--- src/rtl/bf_pkg.sv ---
package bf_pkg;
  typedef enum logic [1:0] {
    WIN_IDLE = 2'd0,
    WIN_RUN  = 2'd1,
    WIN_DONE = 2'd2
  } win_state_e;
endpackage

--- src/rtl/bf_window.sv ---
module bf_window #(
  parameter int TW = 16
) (
  input  logic          clk_i,
  input  logic          rst_ni,
  input  logic          tick_i,
  input  logic          any_init_i,
  input  logic [TW-1:0] limit_i,
  output logic          start_o,
  output logic          run_o,
  output logic          clear_o
);
  import bf_pkg::*;

  win_state_e    state_q, state_d;
  logic [TW-1:0] cnt_q, cnt_d;
  logic [TW:0]   cnt_nxt;

  assign cnt_nxt = {1'b0, cnt_q} + 1'b1;
  assign start_o = (state_q == WIN_IDLE) && any_init_i && (limit_i != '0);
  assign run_o   = (state_q == WIN_RUN);
  // idle holds everything cleared; expiry clears once all initiates are gone
  assign clear_o = (state_q == WIN_IDLE) || ((state_q == WIN_DONE) && !any_init_i);

  always_comb begin
    state_d = state_q;
    cnt_d   = cnt_q;
    unique case (state_q)
      WIN_IDLE: if (start_o) begin
        state_d = WIN_RUN;
        cnt_d   = '0;
      end
      WIN_RUN: if (tick_i) begin
        if (cnt_nxt >= {1'b0, limit_i}) state_d = WIN_DONE;
        else                            cnt_d   = cnt_nxt[TW-1:0];
      end
      WIN_DONE: if (!any_init_i) state_d = WIN_IDLE;
      default: state_d = WIN_IDLE;
    endcase
  end

  always_ff @(posedge clk_i or negedge rst_ni) begin
    if (!rst_ni) begin
      state_q <= WIN_IDLE;
      cnt_q   <= '0;
    end else begin
      state_q <= state_d;
      cnt_q   <= cnt_d;
    end
  end
endmodule

--- src/rtl/bf_delay.sv ---
module bf_delay #(
  parameter int TW = 16
) (
  input  logic          clk_i,
  input  logic          rst_ni,
  input  logic          tick_i,
  input  logic          seed_i,
  input  logic          open_i,
  input  logic          run_i,
  input  logic          clear_i,
  input  logic [TW-1:0] limit_i,
  output logic          done_o
);
  logic          lat_q;
  logic [TW-1:0] cnt_q;

  assign done_o = (limit_i != '0) && (cnt_q >= limit_i);

  always_ff @(posedge clk_i or negedge rst_ni) begin
    if (!rst_ni) begin
      lat_q <= 1'b0;
      cnt_q <= '0;
    end else begin
      lat_q <= (clear_i ? 1'b0 : lat_q) | (seed_i & open_i);
      if (clear_i)
        cnt_q <= '0;
      else if (run_i && lat_q && tick_i && (cnt_q < limit_i))
        cnt_q <= cnt_q + 1'b1;
    end
  end
endmodule

--- src/rtl/bf_trip.sv ---
module bf_trip (
  input  logic clk_i,
  input  logic rst_ni,
  input  logic arm_i,
  input  logic clear_i,
  output logic trip_o
);
  always_ff @(posedge clk_i or negedge rst_ni) begin
    if (!rst_ni)      trip_o <= 1'b0;
    else if (clear_i) trip_o <= 1'b0;
    else if (arm_i)   trip_o <= 1'b1;
  end
endmodule

--- src/rtl/bf_supervisor.sv ---
module bf_supervisor #(
  parameter int N3 = 3,
  parameter int N1 = 2,
  parameter int TW = 16
) (
  input  logic          clk_i,
  input  logic          rst_ni,
  input  logic          tick_i,
  input  logic [N3-1:0] init3_i,
  input  logic [N1-1:0] init1_i,
  input  logic          ph_pu_i,
  input  logic          nt_pu_i,
  input  logic [TW-1:0] dly3_i,
  input  logic [TW-1:0] dly1_i,
  input  logic [TW-1:0] win_lim_i,
  output logic          trip3_o,
  output logic          trip1_o,
  output logic          retrip_o
);
  localparam int NP = 2;  // path 0: three-pole, path 1: single-pole

  logic          any3, any1, start, run, clear;
  logic [NP-1:0] seed, sup, done, trip;
  logic [TW-1:0] lim [NP];

  assign any3 = |init3_i;
  assign any1 = |init1_i;
  assign seed = {any1, any3};
  assign sup  = {ph_pu_i, ph_pu_i | nt_pu_i};
  assign lim[0] = dly3_i;
  assign lim[1] = dly1_i;

  bf_window #(.TW(TW)) u_win (
    .clk_i      (clk_i),
    .rst_ni     (rst_ni),
    .tick_i     (tick_i),
    .any_init_i (any3 | any1),
    .limit_i    (win_lim_i),
    .start_o    (start),
    .run_o      (run),
    .clear_o    (clear)
  );

  for (genvar g = 0; g < NP; g++) begin : g_path
    bf_delay #(.TW(TW)) u_dly (
      .clk_i   (clk_i),
      .rst_ni  (rst_ni),
      .tick_i  (tick_i),
      .seed_i  (seed[g]),
      .open_i  (start | run),
      .run_i   (run),
      .clear_i (clear),
      .limit_i (lim[g]),
      .done_o  (done[g])
    );
    bf_trip u_trip (
      .clk_i   (clk_i),
      .rst_ni  (rst_ni),
      .arm_i   (run & done[g] & seed[g] & sup[g]),
      .clear_i (clear),
      .trip_o  (trip[g])
    );
  end

  assign trip3_o  = trip[0];
  assign trip1_o  = trip[1];
  assign retrip_o = run;
endmodule

--- config.mk ---
export PLATFORM = sky130hd
export DESIGN_NAME = bf_supervisor
export DESIGN_NICKNAME = d
export VERILOG_FILES = /design/src/rtl/bf_pkg.sv /design/src/rtl/bf_window.sv /design/src/rtl/bf_delay.sv /design/src/rtl/bf_trip.sv /design/src/rtl/bf_supervisor.sv
export SDC_FILE = /design/constraint.sdc
export NUM_CORES = 1
export LEC_CHECK = 0
export BUFFER_PORTS_ARGS = -buffer_cell sky130_fd_sc_hd__clkbuf_2
export CAP_MARGIN = 20
export CELL_PAD_IN_SITES_DETAIL_PLACEMENT = 1
export CELL_PAD_IN_SITES_GLOBAL_PLACEMENT = 1
export CORE_UTILIZATION = 39
export DETAILED_ROUTE_END_ITERATION = 16
export PLACE_DENSITY_LB_ADDON = 0.1
export SYNTH_ARGS = -nofsm -noshare
export SYNTH_HDL_FRONTEND = slang
export SYNTH_SLANG_ARGS = --single-unit
--- constraint.sdc ---
create_clock -name clk_i -period 3 [get_ports clk_i]
set_clock_uncertainty 0.2 [all_clocks]
set_input_delay 0.15 -clock clk_i [delete_from_list [all_inputs] [get_ports clk_i]]
set_output_delay 0.15 -clock clk_i [all_outputs]
set_load 0.02 [all_outputs]
Yosys cells after proc, flatten, opt, wreduce, memory -nomap -nowiden
Cells that the tools add are included.

word-level totals
  input bits = 58
  flip-flop bits (word level) = 54
  logic and storage cells = 81

cells by class
  reduce and logical (&&, ||, !) cells = 26
  $lt $le $gt $ge = 5
  multiplexer cells = 19
  bitwise logic cells = 13
  add/subtract/negate cells = 3
  equal/unequal tests = 7

operator list
  cell                     count
  $mux W16                 7
  $reduce_bool A16 Y1      3
  $add A16 B1 Y16 const B  2
  $ge A16 B16 Y1           2
  $lt A16 B16 Y1           2
  $pmux W16 S2             1
  $add A16 B1 Y17 const B  1
  $ge A17 B16 Y1           1
  $logic_and A1 B1 Y1      11
  $ne A2 B2 Y1 const B     5
  $reduce_bool A2 Y1       5
  $and A1 B1 Y1            8
  $mux W2                  4
  $reduce_and A4 Y1        2
  $mux W1                  6
  $pmux W2 S3              1
  $or A1 B1 Y1             5
  $reduce_or A3 Y1         1
  $eq A2 B1 Y1 const B     1
  $eq A2 B2 Y1 const B     1
  $logic_not A2 Y1         1
  $reduce_or A2 Y1         1
  $logic_not A1 Y1         1
  $logic_or A1 B1 Y1       1

Depth between registers and ports, before layout
Gate-level depths: netlist of run 1.

  depth in word-level cells = 7
  gate-level depth with buffers = 13
  gate-level depth less buffers = 12

Cells and area by module
From an unflattened synthesis of run 1, not the netlist that was laid out.

unflattened totals
  cells, all modules = 531
  area total of the unflattened synthesis = 4476.8 um^2

by module, submodules not included
  module         cells each  area each (um^2)  seq. area each (um^2)  times used
  bf_delay       163         1355.0            425.4                  2
  bf_window      191         1645.3            450.4                  1
  bf_trip        2           35.0              25.0                   2
  bf_supervisor  10          51.3              0.0                    1

Worst setup path after synthesis of run 1
No wires, ideal clock.

  path kind = reg-to-reg
  from = register u_win.cnt_q[0]
  to = register u_win.cnt_q[12]
  required time = 2674 ps
  arrival = 2854 ps
  setup slack = -179 ps
  path buffers = 0
  library setup time = 126 ps
  cell stages (with the launch flop) = 13
  cell sequence = dfrtp_1 -> ha_1 -> and4_1 -> nand4_1 -> nor2_1 -> xor2_1 -> ha_1 -> a21o_1 -> a21o_1 -> a311oi_1 -> o211a_1 -> nor2_1 -> a221o_1

on the way
  cells in the longest elaborated chain, start to end = 4
  elaborated cells between the ends (all ways) = 7
  classes of those cells = 1 x add/sub; 1 x order compare; 1 x eq/ne; 3 x mux; 1 x reduce/logical

ends and longest elaborated chain
  item                                                                       RTL line         text
  start, declared                                                            bf_window.sv:16  logic [TW-1:0] cnt_q, cnt_d;
  start signal, assigned                                                     bf_window.sv:48  cnt_q <= cnt_d;
  $add A16 B1 Y17 (*)                                                        bf_window.sv:19  assign cnt_nxt = {1'b0, cnt_q} + 1'b1;
  $ge A17 B16 Y1 / $mux W16 (equally long branches)                          bf_window.sv:34  if (cnt_nxt >= {1'b0, limit_i}) state_d = WIN_DONE;
  $ne A2 B2 Y1 (no source line) / $mux W16 (equally long branches)           --
  $reduce_and A4 Y1 (no source line) / $pmux W16 S2 (equally long branches)  --

Every way passes the cells marked *; elsewhere a longest branch is shown, timed or not. The select of a mux whose other input is x is not followed.
A chain may end at the register's enable or synchronous reset.

Worst setup path after layout of run 1
  from = register u_win.cnt_q[0]
  to = register u_win.cnt_q[5]

The elaborated chain is that of the path after synthesis.

==> flow_results.org, run 1 <==
** Clock network
- The clock passes through at most 2 buffers.
- CTS Buf Count :: 5
- Clock tree synthesis selected as its root buffer the cell sky130_fd_sc_hd__clkbuf_8.
- Clk_lat worst skew :: 320 ps
- The H-tree was split into 2 levels.
- The clock drives 54 sinks.
- Clock input transition at the sequential cells of the worst setup and hold paths :: 100 ps
- CTS tree :: built

** Yosys
- EDFF count, synth :: 0
- Yosys attributes the largest share of cell area to sky130_fd_sc_hd__dfrtp_1 31%, sky130_fd_sc_hd__ha_1 15%, sky130_fd_sc_hd__inv_1 4.9%.
- Number of register bits inferred by synthesis :: 54
- Counting every instance in the synthesized netlist gives 525.
- Summed over its instances, the top area cell type makes up 31.4% of the synthesized netlist area.
- The Yosys step of the flow raised 0 warnings.
- Synth Cell Area :: 4300 um2
- For this run, asynchronously set or reset flops after synthesis account for 100%.
- Synthesized net count :: 634
- Of all cell types, the one taking the most synthesized area is sky130_fd_sc_hd__dfrtp_1.
- Mapped Avg Cell Area :: 8.20 um2
- Counting distinct cell types in the post-synthesis netlist gives 48.
- Sequential elements use 31.4% of the synthesized area.
- In the synthesized netlist the dominant register cell turns out to be sky130_fd_sc_hd__dfrtp_1.

** STA
- Portion of the clock cycle consumed by the worst path in the final layout :: 114%
- Final total negative setup slack :: -4680 ps
- Slew Limit Fails :: 0
- Worst-case headroom to the max-slew limit :: 60.4%
- For this run, the top clock speed supported by timing is 293 MHz.
- The tightest hold path in the finished design has a slack of 67.0 ps.
- The count of endpoints failing hold in the final timing report was 0.
- Slew at the pin with the worst max-slew slack :: 595 ps
- Minimum clock period after layout :: 3410 ps
- Setup repair after global routing could not meet its margin everywhere.
- Final-report setup violation count :: 18
- Final Worst Setup Slack :: -414 ps

** Min path
- Hold depth :: 4
- HP Class :: in2reg

** Worst setup path
- STA puts the critical path data required time at 3070 ps.
- Critical path class :: reg2reg
- Critical Path Sink Type :: register
- R2r setup slk :: -410 ps
- The worst setup path is launched from a register.
- R2R depth :: 14
- Data arrives at the worst endpoint at 3480 ps.
- Critical Path Fanout Max :: 4

** Outcome
- Result of the run :: complete, but fails checks
- Violated checks :: setup timing

** Global routing
- Wire length of the first global-routing pass :: 22400 um
- Entering global routing, the biggest net connects 41 pins.
- Aggregate global routing overflow :: 0
- GRT Total Usage :: 24.8%
- Via count of the first global-routing pass :: 4715
- Number of antenna violations at the first check in global routing :: 0

** Routing
- Detailed Routing Iterations Pass 1 :: 4
- Using the TritonRoute via totals, the vias-per-cell ratio works out to 5.75.
- Average wire length per cell after detail routing :: 17.8 um
- The detailed router placed 4458 vias in this run.
- For this block, the routed nets add up to 13800 um of wire.
- Number of DRC markers after the initial detailed-route iteration :: 139
- Once detail routing completed, the nets flagged for antenna violations numbered 0.
- After detailed routing, the number of remaining DRC violations is 0.

** Power and ir drop
- Clock group share of total power :: 17.6%
- The analysis attributes to cell leakage a power of 0.00268 uW.
- Gate power share :: 44.8%
- Reg power frac :: 37.6%
- Power Dens Cells :: 462 nW/um2
- Switching power total :: 992 uW
- Overall power consumption after layout is estimated at 2530 uW.
- The internal power of the cells totals 1530 uW.
- Switching portion of total power :: 39.2%
- The worst-case IR drop observed on VDD is 0.203 mV.

** Floorplan
- I/O pin count :: 61
- Measured along the y axis, the die boundary spans 107 um.
- Initial Util :: 40.9%
- The core region is 10500 um2.
- Overall die area :: 11500 um2
- # rows :: 37
- Measured along the x axis, the die boundary spans 107 um.

** Finish
- In the final layout, the share of cells above drive strength 1 is 23.6%.
- The area growth from synthesis to layout is 27.2%.
- Commonest non-fill, non-tap cells in the layout :: 60 x sky130_fd_sc_hd__clkbuf_2, 56 x sky130_fd_sc_hd__inv_1, 54 x sky130_fd_sc_hd__dfrtp_1
- The repair_antennas step left the layout with diodes totalling 0.
- After the last flow step, the layout net total stands at 747.
- Most common library cell in the layout ignoring fill and taps :: sky130_fd_sc_hd__clkbuf_2
- Final Core Density :: 52.1%

** Placed design
- Number of buffers added on ports :: 60
- The wire-length estimate of the detail-placed layout is 10500 um.
- At the end of routability-driven placement, the weighted congestion stood at 0.885.
- Worst slack at placement :: -292 ps

** Job
- Max-cap violations :: 0
[sequential cells by signal (all words and copies together), names as in the netlist]
register,cells
g_path.u_dly.lat_q,2
u_win.state_q,2
g_path.u_dly.cnt_q,32
u_win.cnt_q,16
g_path.u_trip.trip_o,2
[per-layer routing]
metal / share of wire (%) / up-vias / wire length, um / GRT usage, %
met5: 0 / - / 0 / 0
met1: 46 / 2214 / 6300 / 31.5
li1: - / 2158 / - / -
met4: 1.7 / 0 / 237 / 7.44
met3: 2.1 / 16 / 292 / 2.92
met2: 51 / 70 / 6990 / 43.9
[cell type report]
class                      count  area [um2]
clock buffer                   6        82.6
clock inverter                 2        12.5
fill                        1280        5030
inverter                      56         210
multi-input combinational    400        2840
sequential                    54        1350
tap                          136         170
timing repair buffer         121         812
[cells by family after synthesis]
kind of cell               synth area share, %
adders and majority gates                 14.8
DFF                                       31.4
and+or+nand+nor                           25.0
xor gates and xnor gates                  3.26
buffers and inverters                     6.34
muxes                                    0.494
AOI/OAI and AO/OA                         18.7
[worst paths after layout]
| path | start | to |
|---|---|---|
| setup / recovery | u_win.cnt_q[0] | u_win.cnt_q[5] |
| max in group asynchronous | rst_ni | u_win.cnt_q[1] |
| setup reg to reg | u_win.cnt_q[0] | u_win.cnt_q[5] |
| hold reg to reg | g_path[1].u_dly.lat_q | g_path[1].u_dly.lat_q |
| hold / removal | dly3_i[9] | g_path[0].u_trip.trip_o |
| min in group asynchronous | rst_ni | g_path[1].u_dly.cnt_q[12] |
[repair_timing]
item,in CTS,in global routing
endpoints found under the setup margin,18,19
cloned,1,1
resized for setup,21,19
hold endpoints to repair,42,0
setup buffers,7,5
hold buffers,6,0
pin swaps,5,3
[per-stage QoR]
stage / cells / area [um2]
floorplan: 525 / 4320
global placement: 748 / 5050
detailed placement: 748 / 5050
CTS: 769 / 5340
global route: 775 / 5470
finish: 775 / 5470
[power groups by stage]
| stage | Sequential (uW) | Clock [uW] | Combinational, uW |
|---|---|---|---|
| 3_3_place_gp | 955 | 0 | 959 |
| 6_report | 949 | 445 | 1130 |
| 2_1_floorplan | 951 | 0 | 617 |
| 4_1_cts | 948 | 458 | 1080 |
| 5_1_grt | 962 | 480 | 1270 |
| 3_5_place_dp | 963 | 0 | 1020 |
[critical path: stages, from the launching register on]
cell                       delay, ps
sky130_fd_sc_hd__dfrtp_1         430
sky130_fd_sc_hd__buf_4           150
sky130_fd_sc_hd__buf_4           140
sky130_fd_sc_hd__and3_1          210
sky130_fd_sc_hd__and3_1          180
sky130_fd_sc_hd__xor2_2          150
sky130_fd_sc_hd__ha_1            220
sky130_fd_sc_hd__a211oi_1        370
sky130_fd_sc_hd__nor2_1          150
sky130_fd_sc_hd__o31ai_2         310
sky130_fd_sc_hd__buf_4           160
sky130_fd_sc_hd__o211ai_1         80
sky130_fd_sc_hd__buf_4           170
sky130_fd_sc_hd__nor4_4          310
sky130_fd_sc_hd__a211o_1         130
[synth_stat cells, drive strengths merged, types with 3 or more instances]
cell / instances
inv: 56
nand2: 56
dfrtp: 54
ha: 51
a21oi: 41
o21ai: 41
nand4: 24
nand3: 22
nor2: 22
nor4: 16
or3: 15
and3: 13
xnor2: 13
clkbuf: 12
o31ai: 10
or4: 9
a21o: 8
and4: 6
a31oi: 5
o211ai: 5
a211oi: 4
a221o: 4
nor3: 4
buf: 3
nor2b: 3
o21a: 3
xor2: 3
Note: power is estimated with default switching activity, not from simulation.
==> run 2, diff against run 1 <==
--- a/config.mk
+++ b/config.mk
@@ -11,7 +11,7 @@
 export CELL_PAD_IN_SITES_GLOBAL_PLACEMENT = 1
 export CORE_UTILIZATION = 39
 export DETAILED_ROUTE_END_ITERATION = 16
-export PLACE_DENSITY_LB_ADDON = 0.1
+export PLACE_DENSITY = 0.78
 export SYNTH_ARGS = -nofsm -noshare
 export SYNTH_HDL_FRONTEND = slang
 export SYNTH_SLANG_ARGS = --single-unit
==> run 2 against run 1 <==
  * The flow still finishes with violations (setup timing)
  * Sequential cell count did not move
  * Utilization decreased by 0.85 points
  * Final cell count decreased by 0.65%
  * Largest cell class unchanged
==> flow_results.org, run 2 (synthesis results as in run 1) <==
** Placed design
- RD Place Congestion :: 0.867 (was 0.885)
- Placed Area :: 5000 um2 (was 5050 um2)
- Number of buffers added on ports :: 60 (unchanged)
- The sum of net half-perimeters after detailed placement came to 10600 um (was 10500 um).

** Clock network
- Longest Clk Path Bufs :: 2 (unchanged)
- The H-tree depth was 2 (unchanged).
- The insertion delay to the later sink of the worst-skew pair was 320 ps (about the same).
- Clock root buffer master :: sky130_fd_sc_hd__clkbuf_8 (unchanged)
- Clock sink total :: 54 (unchanged)
- CTS Buf Count :: 5 (unchanged)
- Clock input transition at the sequential cells of the worst setup and hold paths :: 110 ps (was 100 ps)
- CTS tree :: built (unchanged)

** Worst setup path
- Critical Path Sink Type :: register (unchanged)
- Critical Path Fanout Max :: 4 (unchanged)
- Logic depth of the worst setup path including buffers :: 17 (was 14)
- The family with the most delay on the worst path was buffers and inverters (was compound AO/OA/AOI/OAI gates).
- Critical-path cell with the highest stage delay :: sky130_fd_sc_hd__dfrtp_1 (unchanged)
- Most Frequent Cell on Critical Path :: sky130_fd_sc_hd__buf_4 (unchanged)
- The arrival time of data at the critical path endpoint is 3270 ps (was 3480 ps).
- The class of the most critical setup path is reg2reg (unchanged).
- The number of cell instances on the worst register-to-register path was 17 (was 14).
- Worst setup SP type :: register (unchanged)
- The required time of the critical path is 3000 ps (was 3070 ps).
- Critical Path, Cell by Cell: ha_4, and4_4, nand4_1, buf_4, buf_4, buf_4, buf_4, buf_4, buf_4, buf_4, buf_4, buf_4, buf_4, buf_4, buf_4, and3_4, a221o_1 (was buf_4, buf_4, and3_1, and3_1, xor2_2, ha_1, a211oi_1, nor2_1, o31ai_2, buf_4, o211ai_1, buf_4, nor4_4, a211o_1).
- Buf/Inv on CP :: 12 (was 4)
- The highest cell delay on the worst timing path was 410 ps (was 430 ps).

** Floorplan
- Overall die area :: 11500 um2 (unchanged)
- # rows :: 37 (unchanged)
- I/O pin count :: 61 (unchanged)
- Chip Height :: 107 um (unchanged)
- Placeable core region :: 10500 um2 (unchanged)
- Initial Util :: 40.9% (unchanged)
- The width of the die is 107 um (unchanged).

** STA
- The max-slew violation count is 0 (unchanged).
- The final period utilization was 109% (was 114%).
- RSZ-0062 raised after global routing :: yes (unchanged)
- Final Worst Setup Slack :: -272 ps (was -414 ps)
- Slew at the pin with the worst max-slew slack :: 707 ps (was 595 ps)
- Final hold violation count :: 0 (unchanged)
- The worst relative slew slack is 52.9% (was 60.4%).
- The final sum of negative setup slack was -2960 ps (was -4680 ps).
- The number of failing setup endpoints in the final timing report was 17 (was 18).
- Max Clk Rate :: 306 MHz (was 293 MHz)
- The minimum clock period is 3270 ps (was 3410 ps).

** Finish
- Number of nets in the layout :: 742 (was 747)
- Largest reg by FF count :: g_path.u_dly.cnt_q (unchanged)
- Number of flip-flops in the largest register :: 32 (unchanged)
- The final antenna diode count is 0 (unchanged).
- Commonest non-fill, non-tap cells in the layout :: 60 x sky130_fd_sc_hd__clkbuf_2, 56 x sky130_fd_sc_hd__inv_1, 54 x sky130_fd_sc_hd__dfrtp_1 (unchanged)
- Most common library cell in the layout ignoring fill and taps :: sky130_fd_sc_hd__clkbuf_2 (unchanged)
- The share of cells above drive strength 1 came to 22.6% (was 23.6%).
- Registers with the most flip-flops :: g_path.u_dly.cnt_q (32), u_win.cnt_q (16) (unchanged)
- The area growth from synthesis to layout is 25.2% (was 27.2%).
- The final instance area was 5390 um2 (was 5470 um2).

** Min path
- HP Class :: in2reg (unchanged)
- Hold depth :: 3 (was 4)

** Power and ir drop
- The worst ir drop on vdd was 0.292 mV (was 0.203 mV).
- Power Dens Cells :: 478 nW/um2 (was 462 nW/um2)
- Static leakage power :: 0.00264 uW (was 0.00268 uW)
- Tot Pwr :: 2580 uW (was 2530 uW)

** Routing
- Final antenna-violating net count :: 0 (unchanged)
- Via total after detailed routing :: 4471 (was 4458)
- Number of DRC markers after the initial detailed-route iteration :: 176 (was 139)
- Detailed Routing Iterations Pass 1 :: 4 (unchanged)
- Average wire length per cell after detail routing :: 18.1 um (was 17.8 um)
- Detailed-route DRC error count :: 0 (unchanged)
- Routed vias/inst :: 5.81 (was 5.75)
- The aggregate routed wire length was 13900 um (was 13800 um).

** Outcome
- Result of the run :: complete, but fails checks (unchanged)
- Violated checks :: setup timing (unchanged)

** Global routing
- Via count of the first global-routing pass :: 4863 (was 4715)
- The wire length of the first global-routing pass is 22800 um (was 22400 um).
- The global routing usage summed across all routing layers was 24.9% (was 24.8%).
- Aggregate global routing overflow :: 0 (unchanged)
- Number of antenna violations at the first check in global routing :: 0 (unchanged)
- The largest net degree at the start of global routing was 31 (was 41).

** Job
- Max-cap violations :: 0 (unchanged)
-- run 2: cell types whose count changed in the layout (fill, tap and decap cells not counted), sizes merged --
cell | previous run | this run
clkinv | 1 | 2
clkinvlp | 1 | 0
buf | 55 | 53
clkbuf | 66 | 65
bufinv | 0 | 1
dlygate4sd3 | 6 | 3
-- run 2: tightest hold or removal path: cells and delay by family --
family	cells	cell delay, ps
buffers and inverters	1	170
AND/OR/NAND/NOR	1	100
AO/OA/AOI/OAI	1	70
-- run 2: path summary, 6_finish.rpt --
kind | from | to | slack [ps]
min in group asynchronous | rst_ni | u_win.state_q[1] | 210
min reg2reg | g_path[1].u_dly.lat_q | g_path[1].u_dly.lat_q | 300
max reg2reg | u_win.cnt_q[1] | u_win.cnt_q[12] | -270
min | tick_i | u_win.state_q[1] | 10
max | u_win.cnt_q[1] | u_win.cnt_q[12] | -270
max in group asynchronous | rst_ni | g_path[0].u_dly.cnt_q[13] | 1770
-- run 2: final cells by class --
| type | instances | area (um2) |
|---|---|---|
| fillers | 1292 | 5120 |
| multi-input cells | 400 | 2770 |
| flip-flops and latches | 54 | 1350 |
| repair buffers | 116 | 773 |
| inverters | 56 | 210 |
| well taps | 136 | 170 |
| clock buffers | 5 | 68.8 |
| clock inverters | 3 | 40.0 |
-- run 2: timing repair --
item | 4_1_cts | 5_1_grt
gates cloned | 0 | 0
gates resized for setup | 9 | 14
setup endpoints to repair | 18 | 18
hold buffers | 3 | 0
setup buffers | 17 | 5
hold endpoints to repair | 25 | 0
pin swaps | 6 | 6
-- run 2: report_power, final --
group | internal (uW) | switching [uW] | total, uW | leakage, uW
Sequential | 836 | 114 | 951 | 0.000704
Combinational | 505 | 615 | 1120 | 0.00188
Clock | 246 | 259 | 505 | 0.0000579
Total | 1590 | 988 | 2580 | 0.00264
-- run 2: metrics by stage --
stage / utilization, % / instances / hold WS, ps / setup slack, ps
global route: 51.2 / 770 / 10.3 / -377
floorplan: - / 525 / -346 / -64.8
global placement: 47.6 / 738 / 27.5 / -76.7
detailed placement: 47.6 / 738 / 27.2 / -212
finish: 51.2 / 770 / 11.4 / -272
CTS: 50.6 / 766 / 3.56 / -167
-- run 2: metal layers --
metal	vias up	part of all wire, %	routed length, um	global-route usage, %
li1	2141	-	-	-
met1	2240	43	5940	30.0
met2	70	53	7360	46.4
met3	20	2.5	349	2.86
met4	0	1.7	242	6.85
met5	-	0	0	0
